## src/rtl/irq_merge_pkg.sv

```systemverilog
package irq_merge_pkg;

    localparam int DATA_W  = 32;
    localparam int NBYTES  = DATA_W / 8;
    localparam int NBANK   = 2;
    localparam int BANK_LO = 0;
    localparam int BANK_HI = 1;

    // Per-bank register layout relative to the bank base
    localparam int OFS_STAT = 'h0;
    localparam int OFS_EN   = 'h4;
    localparam int OFS_CLR  = 'h8;
    localparam int OFS_RSVD = 'hC;

    localparam int OFS_VERSION = 'h00;
    localparam logic [DATA_W-1:0] VERSION_WORD = 32'h0200_0000;

    typedef enum logic {
        IRQ_QUIET  = 1'b0,
        IRQ_RAISED = 1'b1
    } irq_state_e;

    function automatic int bank_base(input int bank);
        return (bank == BANK_HI) ? 'h10 : 'h20;
    endfunction

    // Reverse byte order of a bus word (little-endian bus to internal order)
    function automatic logic [DATA_W-1:0] lane_swap(input logic [DATA_W-1:0] w);
        logic [DATA_W-1:0] r;
        for (int b = 0; b < NBYTES; b++) begin
            r[b*8 +: 8] = w[(NBYTES-1-b)*8 +: 8];
        end
        return r;
    endfunction

endpackage

```

## src/rtl/irq_bank.sv

```systemverilog
module irq_bank
    import irq_merge_pkg::*;
#(
    parameter int WIDTH = DATA_W
) (
    input  logic             clk,
    input  logic             rst,
    input  logic [WIDTH-1:0] src,
    input  logic             en_we,
    input  logic [WIDTH-1:0] en_data,
    input  logic             clr_en,
    input  logic [WIDTH-1:0] clr_mask,
    output logic [WIDTH-1:0] status,
    output logic [WIDTH-1:0] enable,
    output logic             pending
);

    logic [WIDTH-1:0] status_q;
    logic [WIDTH-1:0] enable_q;
    logic [WIDTH-1:0] status_d;

    always_comb begin
        if (clr_en) begin
            status_d = src & ~clr_mask;
        end else begin
            status_d = src;
        end
    end

    always_ff @(posedge clk) begin
        if (rst) begin
            status_q <= '0;
            enable_q <= '0;
        end else begin
            status_q <= status_d;
            if (en_we) begin
                enable_q <= en_data;
            end
        end
    end

    assign status  = status_q;
    assign enable  = enable_q;
    assign pending = |(status_q & enable_q);

    // status tracks the source lines when no clear is applied
    assert_status_follow_R2: assert property (@(posedge clk) disable iff (rst)
        !clr_en |=> status_q == $past(src));

    // cleared bits are low right after a clear write
    assert_clear_applied_R4: assert property (@(posedge clk) disable iff (rst)
        clr_en |=> (status_q & $past(clr_mask)) == '0);

    // enable is replaced by the written word
    assert_enable_load_R3: assert property (@(posedge clk) disable iff (rst)
        en_we |=> enable_q == $past(en_data));

    // enable holds when not written
    assert_enable_hold_R3: assert property (@(posedge clk) disable iff (rst)
        !en_we |=> $stable(enable_q));

endmodule

```

## src/rtl/irq_regbus.sv

```systemverilog
module irq_regbus
    import irq_merge_pkg::*;
#(
    parameter int ADDR_W = 18
) (
    input  logic                         bus_wr,
    input  logic                         bus_rd,
    input  logic [ADDR_W-1:0]            bus_addr,
    input  logic [DATA_W-1:0]            bus_wdata,
    input  logic [NBANK-1:0][DATA_W-1:0] status,
    input  logic [NBANK-1:0][DATA_W-1:0] enable,
    output logic [NBANK-1:0]             en_we,
    output logic [NBANK-1:0]             clr_en,
    output logic [DATA_W-1:0]            wmask,
    output logic [DATA_W-1:0]            bus_rdata
);

    assign wmask = lane_swap(bus_wdata);

    always_comb begin
        en_we     = '0;
        clr_en    = '0;
        bus_rdata = '0;
        for (int b = 0; b < NBANK; b++) begin
            if (bus_wr && bus_addr == ADDR_W'(bank_base(b) + OFS_EN)) begin
                en_we[b] = 1'b1;
            end
            if (bus_wr && bus_addr == ADDR_W'(bank_base(b) + OFS_CLR)) begin
                clr_en[b] = 1'b1;
            end
            if (bus_rd && bus_addr == ADDR_W'(bank_base(b) + OFS_STAT)) begin
                bus_rdata = status[b] & enable[b];
            end
            if (bus_rd && bus_addr == ADDR_W'(bank_base(b) + OFS_EN)) begin
                bus_rdata = enable[b];
            end
        end
        if (bus_rd && bus_addr == ADDR_W'(OFS_VERSION)) begin
            bus_rdata = VERSION_WORD;
        end
    end

    // a single write strobe never targets more than one bank register
    always_comb begin
        assert_one_target_R8: assert ($onehot0({en_we, clr_en}));
    end

endmodule

```

## src/rtl/irq_line_fsm.sv

```systemverilog
module irq_line_fsm
    import irq_merge_pkg::*;
(
    input  logic clk,
    input  logic rst,
    input  logic pend_any,
    output logic irq
);

    irq_state_e state_q;
    irq_state_e state_d;

    always_comb begin
        state_d = state_q;
        unique case (state_q)
            IRQ_QUIET:  if (pend_any)  state_d = IRQ_RAISED;
            IRQ_RAISED: if (!pend_any) state_d = IRQ_QUIET;
            default:    state_d = IRQ_QUIET;
        endcase
    end

    always_ff @(posedge clk) begin
        if (rst) begin
            state_q <= IRQ_QUIET;
        end else begin
            state_q <= state_d;
        end
    end

    always_comb begin
        irq = (state_q == IRQ_RAISED);
    end

    // a change of the pending condition is seen one edge later
    assert_irq_rise_R1: assert property (@(posedge clk) disable iff (rst)
        (state_q == IRQ_QUIET && pend_any) |=> irq);
    assert_irq_fall_R1: assert property (@(posedge clk) disable iff (rst)
        (state_q == IRQ_RAISED && !pend_any) |=> !irq);

endmodule

```

## src/rtl/irq_merge_top.sv

```systemverilog
module irq_merge_top
    import irq_merge_pkg::*;
#(
    parameter int ADDR_W = 18
) (
    input  logic              clk,
    input  logic              rst,
    input  logic [DATA_W-1:0] src_hi,
    input  logic [DATA_W-1:0] src_lo,
    input  logic [ADDR_W-1:0] bus_addr,
    input  logic              bus_wr,
    input  logic              bus_rd,
    input  logic [DATA_W-1:0] bus_wdata,
    output logic [DATA_W-1:0] bus_rdata,
    output logic              cpu_irq
);

    logic [NBANK-1:0][DATA_W-1:0] src_v;
    logic [NBANK-1:0][DATA_W-1:0] status_v;
    logic [NBANK-1:0][DATA_W-1:0] enable_v;
    logic [NBANK-1:0]             en_we;
    logic [NBANK-1:0]             clr_en;
    logic [NBANK-1:0]             pend_v;
    logic [DATA_W-1:0]            wmask;

    assign src_v[BANK_HI] = src_hi;
    assign src_v[BANK_LO] = src_lo;

    irq_regbus #(.ADDR_W(ADDR_W)) regbus_i (
        .bus_wr    (bus_wr),
        .bus_rd    (bus_rd),
        .bus_addr  (bus_addr),
        .bus_wdata (bus_wdata),
        .status    (status_v),
        .enable    (enable_v),
        .en_we     (en_we),
        .clr_en    (clr_en),
        .wmask     (wmask),
        .bus_rdata (bus_rdata)
    );

    for (genvar g = 0; g < NBANK; g++) begin : g_bank
        irq_bank #(.WIDTH(DATA_W)) bank_i (
            .clk      (clk),
            .rst      (rst),
            .src      (src_v[g]),
            .en_we    (en_we[g]),
            .en_data  (wmask),
            .clr_en   (clr_en[g]),
            .clr_mask (wmask),
            .status   (status_v[g]),
            .enable   (enable_v[g]),
            .pending  (pend_v[g])
        );
    end

    irq_line_fsm line_i (
        .clk      (clk),
        .rst      (rst),
        .pend_any (|pend_v),
        .irq      (cpu_irq)
    );

    // output equals the combined enabled-pending state of the prior cycle
    assert_irq_combined_R1: assert property (@(posedge clk) disable iff (rst)
        1'b1 |=> cpu_irq == $past(|((status_v[BANK_HI] & enable_v[BANK_HI]) |
                                    (status_v[BANK_LO] & enable_v[BANK_LO]))));

endmodule

```

## config.mk

```make
export PLATFORM = sky130hd
export DESIGN_NAME = irq_merge_top
export DESIGN_NICKNAME = d
export VERILOG_FILES = /design/src/rtl/irq_merge_pkg.sv /design/src/rtl/irq_bank.sv /design/src/rtl/irq_regbus.sv /design/src/rtl/irq_line_fsm.sv /design/src/rtl/irq_merge_top.sv
export SDC_FILE = /design/constraint.sdc
export NUM_CORES = 1
export LEC_CHECK = 0
export ABC_CLOCK_PERIOD_IN_PS = 1500
export CORE_MARGIN = 2
export CORE_UTILIZATION = 42
export DETAILED_ROUTE_END_ITERATION = 6
export PLACE_DENSITY = 0.77
export SLEW_MARGIN = 20
export SYNTH_ARGS = -nofsm -noshare
export SYNTH_HDL_FRONTEND = slang
export SYNTH_SLANG_ARGS = --single-unit
```

## constraint.sdc

```tcl
create_clock -name clk -period 1.5 [get_ports clk]
set_input_delay 0.15 -clock clk [delete_from_list [all_inputs] [get_ports clk]]
set_output_delay 0.15 -clock clk [all_outputs]
set_load 0.01 [all_outputs]
```

==> flow_metrics.tcl, run 1 <==
set metrics [dict create \
    status "complete, but fails checks" \
    violations "negative setup slack" \
    top_level_ports 151 \
    cpMaxStageDelayCell "nor4_4" \
    r2r_slack_ns -0.01 \
    dieArea_um2 13900 \
    r2r_start "g_bank[0].bank_i.status[7]$_SDFF_PP0_" \
    fin_area_um2 8270 \
    synth_compound_area_share_pct 26.4 \
    instances_no_fill 1014 \
    wl_met2_um 9960 \
    fp.dieW_um 118 \
    hold_viol_final 0 \
    area_delta_synth_final_pct 52.2 \
    tightest_slew_ns 0.558 \
    hold_start "rst" \
    vias 5889 \
    yosys-mux-area-fraction_pct 0 \
    place_congestion 0.909 \
    overflow 0 \
    p_per_area_nw_per_um2 1050 \
    clk_latency_ns 0.42 \
    finalCritPeriodShare_pct 117 \
    io_buffers 150 \
    grt_max_degree 86 \
    grt_pass1_vias 5966 \
    dr.pass1.iters 5 \
    drc 0 \
    relSlewSlack_pct 62.4 \
    worst_ep_required_time_ns 1.35 \
    cts_tree "yes" \
    final_util_pct 65.5 \
    grt_pass1_wl_um 31500 \
    first_iter_violations 601 \
    synthAdderAreaFrac_pct 0 \
    hpwl_um 13200 \
    cts_sinks 129 \
    via_per_inst 5.81 \
    cp-end-kind "primary output" \
    row_count 41 \
    crit_top_cell "buf_6" \
    synthXorXnorAreaFrac_pct 0 \
    post-place-ws_ns -1.08 \
    synthDistinctLibCells 26 \
    path_class "input port to primary output" \
    n_antenna_cell 0 \
    syn_nets 776 \
    path_cells "buf_6 > nor4_4 > and3b_2 > nand4_1 > buf_6 > buf_16 > o22ai_2 > buf_2" \
    ff2ff_path_depth 5 \
    setup_viol 33 \
    yosysSeqAreaShare_pct 47.5 \
    netlist_area_um2 5430 \
    avgRoutedWirePerCell_um 20.5 \
    min_to "g_bank[1].bank_i.enable[27]$_SDFFE_PP0P_" \
    ys_ff_latch 129 \
    final_nets 948 \
    cts_max_level 4 \
    cp_max_fo 8 \
    syn_inst 658 \
    die_height_um 118 \
    yosys_warnings 0 \
    skew_ns 0.00866 \
    whs_path_depth 3 \
    rsz0062_at_grt "yes" \
    cts_hold_buf 0 \
    fill_cells 1055 \
    setup_slack_ns -0.251 \
    cpPeakStageDelay_ns 0.31 \
    hold_path.class "input port to flip-flop" \
    syn_avg_cell_area_um2 8.26 \
    clk_path_buf_depth 2 \
    maxSlewViolCount 0 \
    clkTransAtPathRegs_ns 0.06 \
    initial_core_util_pct 43.0 \
    synth-simple-area-share_pct 20.7 \
    routed.top_layer "met4" \
    ctsRootBufferMaster "clkbuf_16" \
    fmax_mhz 571 \
    timing.max_cap.violations 0 \
    arrival_ns 1.60 \
    startpoint_type "input port" \
    placedCellCount 970 \
    min_period_ns 1.75 \
    reg2reg_to "line_i.irq$_SDFF_PP0_" \
    ant_nets 0 \
    cts_made_buffers 17 \
    dpl_cell_area_um2 7250 \
    drive_gt1_share_pct 23.3 \
    grt_use_total_pct 29.1 \
    wl_um 20800 \
    route.met3.wl_um 1910 \
    leakage_nw 2.97 \
    antenna_found_initial 0 \
    drt-met1-wl_um 8240 \
    ir_drop_v 0.000926 \
    synth_top_family_by_area "compound AO/OA/AOI/OAI gates" \
    core_um2 12600 \
]
==> flip-flops by register name, summed over array words and instances (netlist names) <==
register / flops
line_i.irq: 1
g_bank.bank_i.enable: 64
g_bank.bank_i.status: 64
==> metal layers <==
| metal | vias up | global-route usage, % |
|---|---|---|
| met1 | 2779 | 35.8 |
| met5 | - | 0 |
| met2 | 374 | 48.6 |
| met4 | 0 | 13.0 |
| li1 | 2676 | - |
| met3 | 60 | 6.73 |
==> power by group <==
part | leakage, nW | switching [W] | internal, W | total (W)
logic | 1.60 | 0.000255 | 0.000374 | 0.000629
clock network | 0.316 | 0.00149 | 0.00296 | 0.00446
registers | 1.06 | 0.0000612 | 0.00352 | 0.00358
total | 2.97 | 0.00181 | 0.00686 | 0.00867
==> cell type report <==
class	count	area [µm²]	area share, %
multi-input cells	482	2910	35.2
flip-flops and latches	129	2580	31.2
repair buffers	200	1930	23.3
clock buffers	19	443	5.36
well taps	172	215	2.60
clock inverters	12	189	2.28
==> Yosys cell counts <==
library cell,n,area (µm²)
nor2_2,4,25.0
a22oi_1,14,105
nand4_1,10,62.6
nor4_2,2,25.0
nand2_1,121,454
dfxtp_1,129,2580
nand2_2,7,43.8
o22ai_1,31,194
and3b_1,1,8.76
nor2_1,1,3.75
nand4b_1,2,17.5
a22o_1,9,78.8
nand2b_1,64,400
or2_1,2,12.5
a21oi_1,129,646
nand3_1,3,15.0
nor3_1,2,10.0
buf_6,14,158
nor4_4,1,21.3
clkbuf_1,26,97.6
o21ai_0,65,325
a221oi_1,9,78.8
nor2b_1,3,18.8
o211ai_1,1,7.51
buf_2,7,35.0
and2_1,1,6.26
==> through the flow <==
step	total power, W	hold WS, ns	TNS [ns]
3_5_place_dp	0.00426	0.457	-94.47
3_3_place_gp	0.00425	0.450	-83.91
5_1_grt	0.00887	0.268	-8.90
6_report	0.00867	0.251	-6.90
2_1_floorplan	0.00379	0.238	0
4_1_cts	0.00865	0.252	-5.91
==> placed cells by master (no fill, tap or decap), drive strengths merged <==
master / n
a22oi: 14
nand4b: 2
and3b: 1
nand4: 10
o21ai: 65
clkdlybuf4s50: 98
a22o: 9
dfxtp: 129
clkbuf: 23
nand3: 3
bufinv: 5
o22ai: 31
dlygate4sd2: 7
nand2: 128
nor2: 5
and2: 1
nand2b: 64
nor2b: 3
or2: 2
a221oi: 9
buf: 87
clkdlybuf4s15: 4
nor4: 3
a21oi: 129
o211ai: 1
nor3: 2
clkinv: 7
==> cell families after synthesis <==
group | count (synthesis)
compound gates | 258
buf+inv | 47
simple gates | 224
flops | 129
==> worst max path at each step <==
stage | end | cells after the start | startpoint
floorplan | bus_rdata[0] | 5 | bus_addr[13]
global placement | bus_rdata[10] | 7 | bus_addr[17]
detailed placement | bus_rdata[9] | 7 | bus_addr[17]
CTS | bus_rdata[27] | 9 | bus_addr[0]
global route | bus_rdata[10] | 8 | bus_addr[16]
finish | bus_rdata[28] | 8 | bus_addr[16]
==> what timing repair did <==
item                                    in CTS  in global routing
resized for setup                          212                 42
endpoints found under the setup margin     161                 93
buffers inserted                             8                  0
pin swaps                                   39                  8
gates cloned                                 3                  4
==> critical path, delay by kind of cell <==
kind | cells | cell delay [ns]
AOI/OAI and AO/OA | 1 | 0.16
buffers and inverters | 4 | 0.60
and+or+nand+nor | 3 | 0.69
No activity file was read; power rests on OpenSTA's default activity.
==> run 2: changes to the inputs <==
PLACE_DENSITY = 0.74   (was 0.77)
==> flow_metrics.tcl, run 2 (synthesis results as in run 1) <==
set metrics [dict create \
    top_level_ports 151 \
    finalCritPeriodShare_pct 122 \
    timing.max_cap.violations 0 \
    skew_ns 0.00676 \
    cts_tree "yes" \
    core_um2 12600 \
    initial_core_util_pct 43.0 \
    vias 6429 \
    startpoint_type "input port" \
    avgRoutedWirePerCell_um 23.8 \
    power.total_w 0.00825 \
    setup_viol 96 \
    clk_path_buf_depth 2 \
    via_per_inst 6.18 \
    min_period_ns 1.83 \
    ant_nets 0 \
    cts_sinks 129 \
    wl_um 24800 \
    dieArea_um2 13900 \
    drc 0 \
    final_nets 973 \
    fmax_mhz 547 \
    drive_gt1_share_pct 38.5 \
    area_delta_synth_final_pct 71.5 \
    tightest_slew_ns 0.602 \
    grt_pass1_wl_um 34300 \
    n_antenna_cell 0 \
    ir_drop_v 0.000925 \
    relSlewSlack_pct 59.5 \
    dr.pass1.iters 6 \
    status "complete, but fails checks" \
    rsz0062_at_grt "yes" \
    fill_cells 827 \
    place_congestion 0.934 \
    cp_max_fo 7 \
    arrival_ns 1.68 \
    leakage_nw 3.39 \
    layout_common_cells "dfxtp_1, clkdlybuf4s50_1, a21oi_1" \
    worst_ep_required_time_ns 1.35 \
    clkTransAtPathRegs_ns 0.06 \
    hold_viol_final 0 \
    grt_pass1_vias 6199 \
    cp-end-kind "primary output" \
    die_height_um 118 \
    first_iter_violations 706 \
    ctsRootBufferMaster "clkbuf_16" \
    hpwl_um 12700 \
    clk_latency_ns 0.42 \
    overflow 0 \
    io_buffers 150 \
    antenna_found_initial 0 \
    ff2ff_path_depth 6 \
    whs_path_depth 3 \
    final_util_pct 73.8 \
    setup_slack_ns -0.328 \
    row_count 41 \
    p_per_area_nw_per_um2 885 \
    grt_max_degree 70 \
    cts_hold_buf 0 \
    cts_max_level 4 \
    maxSlewViolCount 0 \
    path_class "input port to primary output" \
    fp.dieW_um 118 \
    hold_path.class "input port to flip-flop" \
    layout_commonest_cell "dfxtp_1" \
    violations "negative setup slack" \
    grt_use_total_pct 31.7 \
    cts_made_buffers 17 \
]
==> run 2: changes by cell type in the layout (fill, tap and decap cells not counted), sizes merged <==
cell           previous run  this run
buf                      87       113
bufinv                    5         1
clkinvlp                  0         3
clkbuf                   23        24
clkdlybuf4s15             4         3
clkinv                    7         8
dlygate4sd2               7         6
inv                       0         1
==> run 2: final timing paths <==
| check | slack (ns) | start | end |
|---|---|---|---|
| hold reg to reg | 0.48 | g_bank[1].bank_i.enable[21]$_SDFFE_PP0P_ | g_bank[1].bank_i.enable[21]$_SDFFE_PP0P_ |
| setup reg to reg | 0.04 | g_bank[0].bank_i.enable[30]$_SDFFE_PP0P_ | line_i.irq$_SDFF_PP0_ |
| setup / recovery | -0.33 | bus_addr[17] | bus_rdata[21] |
| hold / removal | 0.21 | rst | g_bank[0].bank_i.enable[3]$_SDFFE_PP0P_ |
==> run 2: critical path, stage by stage <==
cell,delay [ns]
clkdlybuf4s15_1,0.21
nor4_4,0.17
and3b_1,0.23
nand4_1,0.13
buf_6,0.17
buf_6,0.13
buf_16,0.16
o22ai_4,0.18
buf_6,0.13
==> run 2: power breakdown <==
| group | internal (W) | leakage [nW] | switching, W |
|---|---|---|---|
| sequential | 0.00352 | 1.06 | 0.0000709 |
| clock | 0.00236 | 0.275 | 0.00161 |
| combinational | 0.000385 | 2.06 | 0.000302 |
==> run 2: area by class of cell <==
type / instances / area (µm²) / area share (%)
Sequential cell: 129 / 2590 / 27.8
Tap cell: 172 / 215 / 2.31
Timing Repair Buffer: 225 / 2410 / 25.9
Clock inverter: 13 / 113 / 1.21
Multi-Input combinational cell: 482 / 3540 / 38.0
Clock buffer: 19 / 453 / 4.86
==> run 2: what timing repair did <==
action / CTS / global route
gates cloned: 10 / 4
setup buffers: 30 / 10
pin swaps: 57 / 102
resized for setup: 250 / 211
endpoints found under the setup margin: 97 / 97
==> run 2: metrics by stage <==
step	setup TNS (ns)	worst slack, ns	cell area [µm²]	cells	hold WS (ns)
after detailed placement	-84.93	-0.985	7280	969	0.458
after global placement	-78.50	-0.907	7280	969	0.450
after CTS	-5.74	-0.212	8520	1037	0.205
after global routing	-17.52	-0.375	9320	1040	0.232
final	-13.65	-0.328	9320	1040	0.206
after floorplan	0	0.0276	5430	658	0.238
==> run 2: per-layer routing <==
metal / global-route usage (%) / up-vias / share of wire (%)
li1: - / 2735 / -
met1: 38.6 / 3066 / 37
met2: 51.2 / 499 / 47
met3: 8.82 / 129 / 10
met4: 16.7 / 0 / 5.8
met5: 0 / - / 0
